### config.mk
export PLATFORM = sky130hd
export DESIGN_NAME = dma_chan_ctrl
export DESIGN_NICKNAME = d
export VERILOG_FILES = /design/src/rtl/dma_chan_pkg.sv /design/src/rtl/dma_req_detect.sv /design/src/rtl/dma_chan_regs.sv /design/src/rtl/dma_xfer_engine.sv /design/src/rtl/dma_chan_ctrl.sv
export SDC_FILE = /design/constraint.sdc
export NUM_CORES = 1
export LEC_CHECK = 0
export ABC_CLOCK_PERIOD_IN_PS = 2600
export BUFFER_PORTS_ARGS = -buffer_cell sky130_fd_sc_hd__buf_2
export CAP_MARGIN = 25
export CORE_MARGIN = 1.5
export CORE_UTILIZATION = 45
export CTS_CLUSTER_DIAMETER = 200
export CTS_CLUSTER_SIZE = 28
export DETAILED_ROUTE_END_ITERATION = 8
export GPL_TIMING_DRIVEN = 1
export MAX_ROUTING_LAYER = met4
export PLACE_DENSITY = 0.66
export SLEW_MARGIN = 25
export SYNTH_ARGS = -nofsm -noshare
export SYNTH_HDL_FRONTEND = slang
export SYNTH_SLANG_ARGS = --single-unit
### constraint.sdc
create_clock -name clk -period 2.6 [get_ports clk]
set_clock_uncertainty 0.15 [all_clocks]
set_input_delay 0.26 -clock clk [delete_from_list [all_inputs] [get_ports clk]]
set_output_delay 0.26 -clock clk [all_outputs]
set_load 0.01 [all_outputs]
### src/rtl/dma_chan_pkg.sv
package dma_chan_pkg;

    localparam int unsigned DATA_W = 32;

    typedef enum logic [1:0] {
        SZ_BYTE = 2'b00,
        SZ_WORD = 2'b01,
        SZ_LONG = 2'b10,
        SZ_BLK16 = 2'b11
    } unit_size_e;

    typedef struct packed {
        logic       isrc;
        logic       edge_sel;
        logic       burst;
        unit_size_e size;
        logic       ie;
        logic       te;
        logic       en;
    } chan_ctrl_t;

    typedef enum logic [1:0] {
        ST_IDLE = 2'b00,
        ST_ARB  = 2'b01,
        ST_RD   = 2'b10,
        ST_WR   = 2'b11
    } eng_state_e;

    localparam logic [1:0] SEL_CTRL = 2'd0;
    localparam logic [1:0] SEL_CNT  = 2'd1;
    localparam logic [1:0] SEL_SRC  = 2'd2;
    localparam logic [1:0] SEL_DST  = 2'd3;

endpackage

### src/rtl/dma_req_detect.sv
module dma_req_detect #(
    parameter int unsigned SYNC_STAGES = 2
) (
    input  logic clk,
    input  logic rst_n,
    input  logic dreq_n,
    input  logic allow,
    input  logic consume,
    output logic low_seen,
    output logic pending
);
    typedef struct packed {
        logic [SYNC_STAGES-1:0] sync;
        logic                   prev;
        logic                   pend;
    } det_t;

    det_t cur_q, nxt_d;
    logic fall;

    assign fall = cur_q.prev & ~cur_q.sync[SYNC_STAGES-1];

    always_comb begin
        nxt_d      = cur_q;
        nxt_d.sync = {cur_q.sync[SYNC_STAGES-2:0], dreq_n};
        nxt_d.prev = cur_q.sync[SYNC_STAGES-1];
        nxt_d.pend = allow & (fall | (cur_q.pend & ~consume));
    end

    always_ff @(posedge clk or negedge rst_n) begin
        if (!rst_n) begin
            cur_q <= '{sync: '1, prev: 1'b1, pend: 1'b0};
        end else begin
            cur_q <= nxt_d;
        end
    end

    assign low_seen = ~cur_q.sync[SYNC_STAGES-1];
    assign pending  = cur_q.pend;


    edge_one_shot_chk: assert property (@(posedge clk) disable iff (!rst_n)
        fall |=> !fall);
endmodule

### src/rtl/dma_chan_regs.sv
module dma_chan_regs
    import dma_chan_pkg::*;
#(
    parameter bit          IS_CH0 = 1'b1,
    parameter int unsigned ADDR_W = 32,
    parameter int unsigned CNT_W  = 24
) (
    input  logic              clk,
    input  logic              rst_n,
    input  logic              reg_we,
    input  logic [1:0]        reg_sel,
    input  logic [DATA_W-1:0] reg_wdata,
    input  logic [1:0]        rd_sel,
    output logic [DATA_W-1:0] rd_data,
    input  logic              beat_done,
    input  logic              unit_done,
    input  logic              set_te,
    output chan_ctrl_t        ctrl,
    output logic [CNT_W-1:0]  count,
    output logic [ADDR_W-1:0] src_addr,
    output logic [ADDR_W-1:0] dst_addr
);
    localparam int unsigned CTRL_W = $bits(chan_ctrl_t);

    typedef struct packed {
        chan_ctrl_t        ctrl;
        logic [CNT_W-1:0]  cnt;
        logic [ADDR_W-1:0] src;
        logic [ADDR_W-1:0] dst;
    } regs_t;

    regs_t cur_q, nxt_d;
    logic [ADDR_W-1:0] step;
    logic              ds_wr;

    generate
        if (IS_CH0) begin : g_ds_live
            assign ds_wr = reg_wdata[6];
        end else begin : g_ds_fixed
            assign ds_wr = 1'b0;
        end
    endgenerate

    always_comb begin
        unique case (cur_q.ctrl.size)
            SZ_BYTE: step = ADDR_W'(1);
            SZ_WORD: step = ADDR_W'(2);
            default: step = ADDR_W'(4);
        endcase
    end

    always_comb begin
        nxt_d = cur_q;
        if (beat_done) begin
            nxt_d.src = cur_q.src + step;
            nxt_d.dst = cur_q.dst + step;
        end
        if (unit_done) begin
            nxt_d.cnt = cur_q.cnt - CNT_W'(1);
        end
        if (reg_we) begin
            unique case (reg_sel)
                SEL_CTRL: begin
                    nxt_d.ctrl.en       = reg_wdata[0];
                    nxt_d.ctrl.te       = cur_q.ctrl.te & reg_wdata[1];
                    nxt_d.ctrl.ie       = reg_wdata[2];
                    nxt_d.ctrl.size     = unit_size_e'(reg_wdata[4:3]);
                    nxt_d.ctrl.burst    = reg_wdata[5];
                    nxt_d.ctrl.edge_sel = ds_wr;
                    nxt_d.ctrl.isrc     = reg_wdata[7];
                end
                SEL_CNT: nxt_d.cnt = reg_wdata[CNT_W-1:0];
                SEL_SRC: nxt_d.src = reg_wdata[ADDR_W-1:0];
                default: nxt_d.dst = reg_wdata[ADDR_W-1:0];
            endcase
        end
        if (set_te) begin
            nxt_d.ctrl.te = 1'b1;
        end
    end

    always_ff @(posedge clk or negedge rst_n) begin
        if (!rst_n) begin
            cur_q <= '0;
        end else begin
            cur_q <= nxt_d;
        end
    end

    always_comb begin
        unique case (rd_sel)
            SEL_CTRL: rd_data = DATA_W'({cur_q.ctrl});
            SEL_CNT:  rd_data = DATA_W'(cur_q.cnt);
            SEL_SRC:  rd_data = DATA_W'(cur_q.src);
            default:  rd_data = DATA_W'(cur_q.dst);
        endcase
    end

    assign ctrl     = cur_q.ctrl;
    assign count    = cur_q.cnt;
    assign src_addr = cur_q.src;
    assign dst_addr = cur_q.dst;


    count_step_chk: assert property (@(posedge clk) disable iff (!rst_n)
        ($past(!(reg_we && reg_sel == SEL_CNT)) && cur_q.cnt != $past(cur_q.cnt))
        |-> cur_q.cnt == $past(cur_q.cnt) - CNT_W'(1));


    te_sticky_chk: assert property (@(posedge clk) disable iff (!rst_n)
        (cur_q.ctrl.te && !(reg_we && reg_sel == SEL_CTRL && !reg_wdata[1]))
        |=> cur_q.ctrl.te);


    ds_tied_chk: assert property (@(posedge clk) disable iff (!rst_n)
        !IS_CH0 |-> !cur_q.ctrl.edge_sel);

    logic unused_ok;
    assign unused_ok = ^{reg_wdata, CTRL_W[0]};
endmodule

### src/rtl/dma_xfer_engine.sv
module dma_xfer_engine
    import dma_chan_pkg::*;
#(
    parameter int unsigned CNT_W   = 24,
    parameter int unsigned BLK_BEATS = 4
) (
    input  logic       clk,
    input  logic       rst_n,
    input  logic       go,
    input  logic       burst,
    input  unit_size_e size,
    input  logic [CNT_W-1:0] count,
    input  logic       bus_gnt,
    input  logic       xfer_ready,
    output logic       bus_req,
    output logic       xfer_valid,
    output logic       xfer_write,
    output logic [1:0] xfer_size,
    output logic       start,
    output logic       beat_done,
    output logic       unit_done,
    output logic       set_te
);
    localparam int unsigned BEAT_W = $clog2(BLK_BEATS);

    typedef struct packed {
        eng_state_e        st;
        logic [BEAT_W-1:0] beat;
    } eng_t;

    eng_t cur_q, nxt_d;
    logic last_beat;

    assign last_beat = (size != SZ_BLK16) || (cur_q.beat == BEAT_W'(BLK_BEATS-1));

    always_comb begin
        nxt_d      = cur_q;
        start      = 1'b0;
        beat_done  = 1'b0;
        unit_done  = 1'b0;
        set_te     = 1'b0;
        bus_req    = 1'b0;
        xfer_valid = 1'b0;
        xfer_write = 1'b0;
        unique case (cur_q.st)
            ST_IDLE: begin
                if (go) begin
                    start    = 1'b1;
                    nxt_d.st = ST_ARB;
                end
            end
            ST_ARB: begin
                bus_req = 1'b1;
                if (bus_gnt) begin
                    nxt_d.st   = ST_RD;
                    nxt_d.beat = '0;
                end
            end
            ST_RD: begin
                bus_req    = 1'b1;
                xfer_valid = bus_gnt;
                if (bus_gnt && xfer_ready) begin
                    nxt_d.st = ST_WR;
                end
            end
            default: begin
                bus_req    = 1'b1;
                xfer_valid = bus_gnt;
                xfer_write = 1'b1;
                if (bus_gnt && xfer_ready) begin
                    beat_done = 1'b1;
                    if (!last_beat) begin
                        nxt_d.beat = cur_q.beat + BEAT_W'(1);
                        nxt_d.st   = ST_RD;
                    end else begin
                        unit_done  = 1'b1;
                        nxt_d.beat = '0;
                        if (count == CNT_W'(1)) begin
                            set_te   = 1'b1;
                            nxt_d.st = ST_IDLE;
                        end else if (burst) begin
                            nxt_d.st = ST_RD;
                        end else begin
                            nxt_d.st = ST_IDLE;
                        end
                    end
                end
            end
        endcase
    end

    always_ff @(posedge clk or negedge rst_n) begin
        if (!rst_n) begin
            cur_q <= '{st: ST_IDLE, beat: '0};
        end else begin
            cur_q <= nxt_d;
        end
    end

    assign xfer_size = (size == SZ_BLK16) ? 2'b10 : size;


    beat_needs_gnt_chk: assert property (@(posedge clk) disable iff (!rst_n)
        xfer_valid |-> (bus_req && bus_gnt));


    no_size11_chk: assert property (@(posedge clk) disable iff (!rst_n)
        xfer_valid |-> xfer_size != 2'b11);


    steal_release_chk: assert property (@(posedge clk) disable iff (!rst_n)
        (unit_done && !burst) |=> !bus_req);
endmodule

### src/rtl/dma_chan_ctrl.sv
module dma_chan_ctrl
    import dma_chan_pkg::*;
#(
    parameter bit          IS_CH0 = 1'b1,
    parameter int unsigned ADDR_W = 32,
    parameter int unsigned CNT_W  = 24
) (
    input  logic        clk,
    input  logic        rst_n,
    input  logic        reg_we,
    input  logic [1:0]  reg_sel,
    input  logic [31:0] reg_wdata,
    input  logic [1:0]  rd_sel,
    output logic [31:0] rd_data,
    input  logic        dreq_n,
    input  logic        int_req,
    output logic        bus_req,
    input  logic        bus_gnt,
    output logic        xfer_valid,
    output logic        xfer_write,
    output logic [31:0] xfer_addr,
    output logic [1:0]  xfer_size,
    input  logic        xfer_ready,
    output logic        irq
);
    chan_ctrl_t        ctrl;
    logic [CNT_W-1:0]  count;
    logic [ADDR_W-1:0] src_addr, dst_addr;
    logic beat_done, unit_done, set_te, start;
    logic low_seen, pending, allow, use_edge, req, go;

    dma_chan_regs #(.IS_CH0(IS_CH0), .ADDR_W(ADDR_W), .CNT_W(CNT_W)) u_regs (
        .clk(clk), .rst_n(rst_n),
        .reg_we(reg_we), .reg_sel(reg_sel), .reg_wdata(reg_wdata),
        .rd_sel(rd_sel), .rd_data(rd_data),
        .beat_done(beat_done), .unit_done(unit_done), .set_te(set_te),
        .ctrl(ctrl), .count(count), .src_addr(src_addr), .dst_addr(dst_addr)
    );

    assign allow    = ctrl.en & ~ctrl.te;
    assign use_edge = IS_CH0 & ctrl.edge_sel & ~ctrl.isrc;

    dma_req_detect #(.SYNC_STAGES(2)) u_det (
        .clk(clk), .rst_n(rst_n), .dreq_n(dreq_n),
        .allow(allow), .consume(start),
        .low_seen(low_seen), .pending(pending)
    );

    always_comb begin
        if (ctrl.isrc)      req = int_req;
        else if (use_edge)  req = pending;
        else                req = low_seen;
    end

    assign go = allow & req & (count != '0);

    dma_xfer_engine #(.CNT_W(CNT_W), .BLK_BEATS(4)) u_eng (
        .clk(clk), .rst_n(rst_n), .go(go), .burst(ctrl.burst), .size(ctrl.size),
        .count(count), .bus_gnt(bus_gnt), .xfer_ready(xfer_ready),
        .bus_req(bus_req), .xfer_valid(xfer_valid), .xfer_write(xfer_write),
        .xfer_size(xfer_size), .start(start), .beat_done(beat_done),
        .unit_done(unit_done), .set_te(set_te)
    );

    assign xfer_addr = 32'(xfer_write ? dst_addr : src_addr);
    assign irq       = ctrl.te & ctrl.ie;


    irq_needs_te_chk: assert property (@(posedge clk) disable iff (!rst_n)
        irq |-> ctrl.te);


    blocked_no_start_chk: assert property (@(posedge clk) disable iff (!rst_n)
        (ctrl.te || !ctrl.en) |-> !start);
endmodule

; ---- Word-level counts from Yosys, hierarchy flattened
; Cells that the tools add are included.
[op_classes]
n_addsub = 4
eq_ne = 14
n_mux = 37
n_bitwise = 15
n_reduce_logical = 19
[ops]
columns = op, n
row1 = two-way mux 32 bit, 3
row2 = case mux 32 bit (3 select lines), 1
row3 = two-way mux 90 bit, 1
row4 = adder 32 x 3 -> 32 bit, 2
row5 = two-way mux 64 bit, 1
row6 = two-way mux 24 bit, 2
row7 = "== test 24 x 1 -> 1 bit, second input constant", 1
row8 = nonzero test 24 bit, 1
row9 = "subtractor 24 x 1 -> 24 bit, second input constant", 1
row10 = two-way mux 1 bit, 17
row11 = two-way mux 2 bit, 6
row12 = two-way mux 4 bit, 3
row13 = "== test 2 bit, second input constant", 5
row14 = AND 1 bit, 9
row15 = "== test 2 x 1 -> 1 bit, second input constant", 4
row16 = logical NOT 2 bit, 4
row17 = "!= test 2 bit, second input constant", 3
row18 = case mux 2 bit (3 select lines), 1
row19 = case mux 3 bit (2 select lines), 1
row20 = nonzero test 2 bit, 3
row21 = OR reduction 3 bit, 2
row22 = inverter 1 bit, 5
row23 = case mux 2 bit (2 select lines), 1
row24 = AND reduction 2 bit, 2
row25 = other kinds (9), 10
[word_totals]
ff_bits = 104
inputBits = 43
out_inout_bits = 70
elab_cells = 104

; ---- Logic depth before layout (Yosys ltp)
[logic_depth]
depth_word = 12
mapped_depth = 9

; ---- Cells and area by module
; From an unflattened synthesis, not the netlist that was laid out.
[unflattened]
cells_unflattened = 758
hier_area_um2 = 7260.7
[modules_own_cells]
columns = mod, n_inst, cells_each, area_per_inst_um2, seq_area_each_um2
row1 = dma_chan_regs, 1, 655, 6087.1, 2402.3
row2 = dma_chan_ctrl, 1, 50, 631.9, 0.0
row3 = dma_xfer_engine, 1, 45, 410.4, 100.1
row4 = dma_req_detect, 1, 8, 131.4, 103.8

; ---- Worst setup path before layout
; Ideal clock, no wire load.
[synth_path]
kind = register to register
startpoint = register u_regs.cur_q (netlist bit u_regs.ctrl[4])
endpoint = register u_regs.cur_q (netlist bit u_regs.dst_addr[18])
t_arrival_ns = 2.117
t_required_ns = 2.317
slack_ns = 0.200
stages_incl_launch_ff = 10
path_buffers = 1
cell_sequence = dfrtp_1 nand2b_1 xnor2_1 ha_1 a21o_1 a31oi_1 clkbuf_1 nand3b_1 xor2_1 o21ai_0
[synth_rtl]
columns = element, line_no
row1 = start: declaration, dma_chan_regs.sv:32  ; regs_t cur_q, nxt_d;
row2 = start signal: assignment, dma_chan_regs.sv:86  ; cur_q <= nxt_d;

==> metrics.md <==
| Metric | Value |
|---|---|
| Max-cap viol count | 0 |
| Final #Nets | 967 |
| Critical path fanouts, max | 8 |
| First-pass GRT wire length | 34.39 mm |
| Share of the synthesized area in the top cell type | 35.43% |
| Crit path launch type | register |
| Outcome | completed |
| Via/cell ratio | 5.821 |
| Reg2Reg Depth | 6 |
| Num ports | 113 |
| Static leakage | 3.427 nW |
| EDFF count, synth | 0 |
| Clock Latency Late Sink | 0.35 ns |
| CP startpoint | u_eng.cur_q[3] |
| Peak supply drop | 0.3582 mV |
| Commonest non-fill, non-tap cell in the layout | buf_2 |
| CP arrival | 2.54 ns |
| Synth Area in Adders | 2.456% |
| Worst r2r dst | u_regs.src_addr[26] |
| Worst Hold Class | in2reg |
| Synthesis-to-layout area growth | 18.54% |
| Crit-path cells | ha_2 > nand3_1 > nor4_2 > nand2_1 > or4_1 > a31oi_1 |
| Simple-Gate Fraction of Synth Area | 24.01% |
| Drt wl/cell | 19.33 um |
| Die area | 0.01662 mm2 |
| Multiplexer share of the synthesized area | 12.14% |
| Post-DP Area | 0.008031 mm2 |
| Total power | 6.734 mW |
| Post-Syn Area | 0.007133 mm2 |
| Initial Utilization | 46.58% |
| Post-Synth XOR/XNOR Area | 9.209% |
| Top FF cell, synth | dfrtp_1 |
| Worst rel slew slack | 39.38% |
| Detailed Place HPWL | 16.09 mm |
| Internal reg-to-reg setup slack | 0.19 ns |
| CTS root buf | clkbuf_16 |
| Slew Viols, Final | 0 |
| Cell area after layout | 0.008456 mm2 |
| GP Congestion | 0.9040 |
| CP max stage cell | nor4_2 |
| Vias in the first global route | 6173 |
| # placed instances | 1101 |
| WP buf/inv | 0 |
| Async SR Flop Fraction | 100.0% |
| Cell family with the largest share of critical-path delay | simple AND/OR/NAND/NOR gates |
| Period utilization | 92.70% |
| Fin. Hold Viols | 0 |
| Clock transition at path regs | 0.08 ns |
| Seq/Total Area, Yosys | 36.54% |
| Synth Instances | 796 |
| CP endpoint | u_regs.src_addr[26] |
| Critical Path RT | 2.73 ns |
| Syn_nets | 853 |
| Max Buffers Root-to-Sink | 2 |
| Vias | 6555 |
| Grt ovf | 0 |
| Synth cell types | 55 |
| DIE HEIGHT | 128.9 um |
| Cell count along the critical path | 6 |
| Largest net degree at the start of global routing | 56 |
| Top cell type by total area after synthesis | dfrtp_1 |
| Iteration-0 DRC Markers | 429 |
| H-Tree Level Count | 3 |
| CORE AREA | 0.01531 mm2 |
| Core Util, Final | 55.21% |
| Unrepaired setup endpoints after global routing | false |
| Setup TNS | 0 ns |
| Site Rows | 45 |
| Yosys Warn Count | 0 |
| Total track usage | 27.98% |
| Synth Area in Compound Gates | 12.03% |
| Total CTS buffers | 9 |
| Synth area leaders | dfrtp_1, mux2_2, xnor2_1, nand2_1, o21ai_0 |
| Layout cells sized above 1 | 26.34% |
| Clk sink count | 104 |
| Fmax | 0.4149 GHz |
| Remaining antenna violation count | 0 |
| Crit path capture type | register |
| Crit path kind | reg2reg |
| Min cycle time layout | 2.410 ns |
| Peak per-stage delay on the critical path | 0.52 ns |
| Yosys reg bits | 104 |
| Tightest Pin Transition | 0.9094 ns |
| Initial DRT Pass Iterations | 5 |
| Port Buffers | 112 |
| Post-Layout Cell Count | 1126 |
| # setup viols final | 0 |
| Die Wd | 128.9 um |
| Avg Cell Area, Syn | 8.961 um2 |
| Pwr Density | 796.4 mW/mm2 |
| Initial antenna violation count | 0 |
| Diodes inserted | 0 |
| Drt drc | 0 |
| Reg2reg start | u_eng.cur_q[3] |
| Most frequent cells in the layout | buf_2, dfrtp_1, nand2_1 |
| WL final | 21.76 mm |
| TritonCTS clock tree | yes |
| Largest family of logic cells by synthesized area | simple AND/OR/NAND/NOR gates |
-- cell type report --
cell class	count	area, um2
clock buffer	10	239.0
timing repair buffer	154	925.9
fill	1470	6859
tap	211	264.0
clock inverter	6	82.58
inverter	14	52.55
multi-input combinational	627	4284
sequential	104	2608
-- through the flow --
stage                     hold WS, ns  setup WS (ns)
final                         0.02028         0.1897
after floorplan               -0.1856         0.1996
after global routing          0.03464       0.004765
after global placement        0.08012         0.2125
after CTS                    0.008183        0.09834
after detailed placement      0.08112         0.1118
-- worst min path at each step --
| stage | cells past startpoint | slack, ns | start | to |
|---|---|---|---|---|
| 3_3_place_gp | 1 | 0.08 | rst_n | u_regs.src_addr[1] |
| 6_report | 3 | 0.02 | reg_wdata[15] | u_regs.dst_addr[15] |
| 5_1_grt | 3 | 0.03 | reg_wdata[17] | u_regs.src_addr[17] |
| 3_5_place_dp | 1 | 0.08 | rst_n | u_regs.src_addr[1] |
| 4_1_cts | 3 | 0.008 | reg_wdata[10] | u_regs.src_addr[10] |
| 2_1_floorplan | 0 | -0.19 | rst_n | u_det.pending |
-- synth_stat cells (4+ instances only) --
master    instances
nand4_1          26
o21ai_0          62
nor3_1           16
nor2_1           52
nand2b_1          5
ha_1             14
a31oi_1          18
inv_1            14
a21oi_1          32
xor2_1           26
nor2b_1          13
nor4b_1           4
nand3_1          29
clkbuf_1         44
or3_1             8
and3_1           10
nor4_1           21
a22o_1           16
xnor2_1          49
mux2i_1          10
mux4_2            8
and4_1            6
and2_1            9
nand2_1          92
dfrtp_1         101
nand3b_1          7
or4_1             7
mux2_2           52
-- where the power goes --
part	total, mW	internal (mW)	switching (mW)
clock	1.50	0.866	0.632
sequential	2.47	1.95	0.512
combinational	2.77	1.28	1.49
-- flip-flops by register name, indices dropped and copies added (netlist names) --
name             count
u_regs.count        24
u_det.cur_q          3
u_det.pending        1
u_regs.dst_addr     32
u_eng.cur_q          4
u_regs.ctrl          8
u_regs.src_addr     32
-- kinds of logic (layout without fill, tap and decap cells) --
family / Yosys count / count (layout)
buffers and inverters: 65 / 184
muxes: 70 / 70
AOI/OAI and AO/OA: 144 / 144
and+or+nand+nor: 324 / 324
xor gates and xnor gates: 75 / 75
DFF: 104 / 104
adders and majority gates: 14 / 14
-- metal layers --
metal | share of wire [%] | wire length [um] | vias to the layer above | GRT usage (%)
met5 | 0 | 0 | - | -
met1 | 47 | 10280 | 3200 | 39.42
met3 | 5.5 | 1206 | 23 | 4.407
li1 | - | - | 3107 | -
met4 | 1.8 | 383 | 0 | 6.742
met2 | 45 | 9892 | 225 | 42.37
-- what timing repair did --
action                     4_1_cts  5_1_grt
hold buffers                     9        0
resized for setup                0        3
setup endpoints to repair        0        4
setup buffers                    0        0
hold endpoints to repair        38        0
-- tightest hold or removal path, stage by stage --
cell and delay (ns):
buf_2 0.12, nand2_1 0.05, o21ai_0 0.06
No activity file was read; power rests on OpenSTA's default activity.
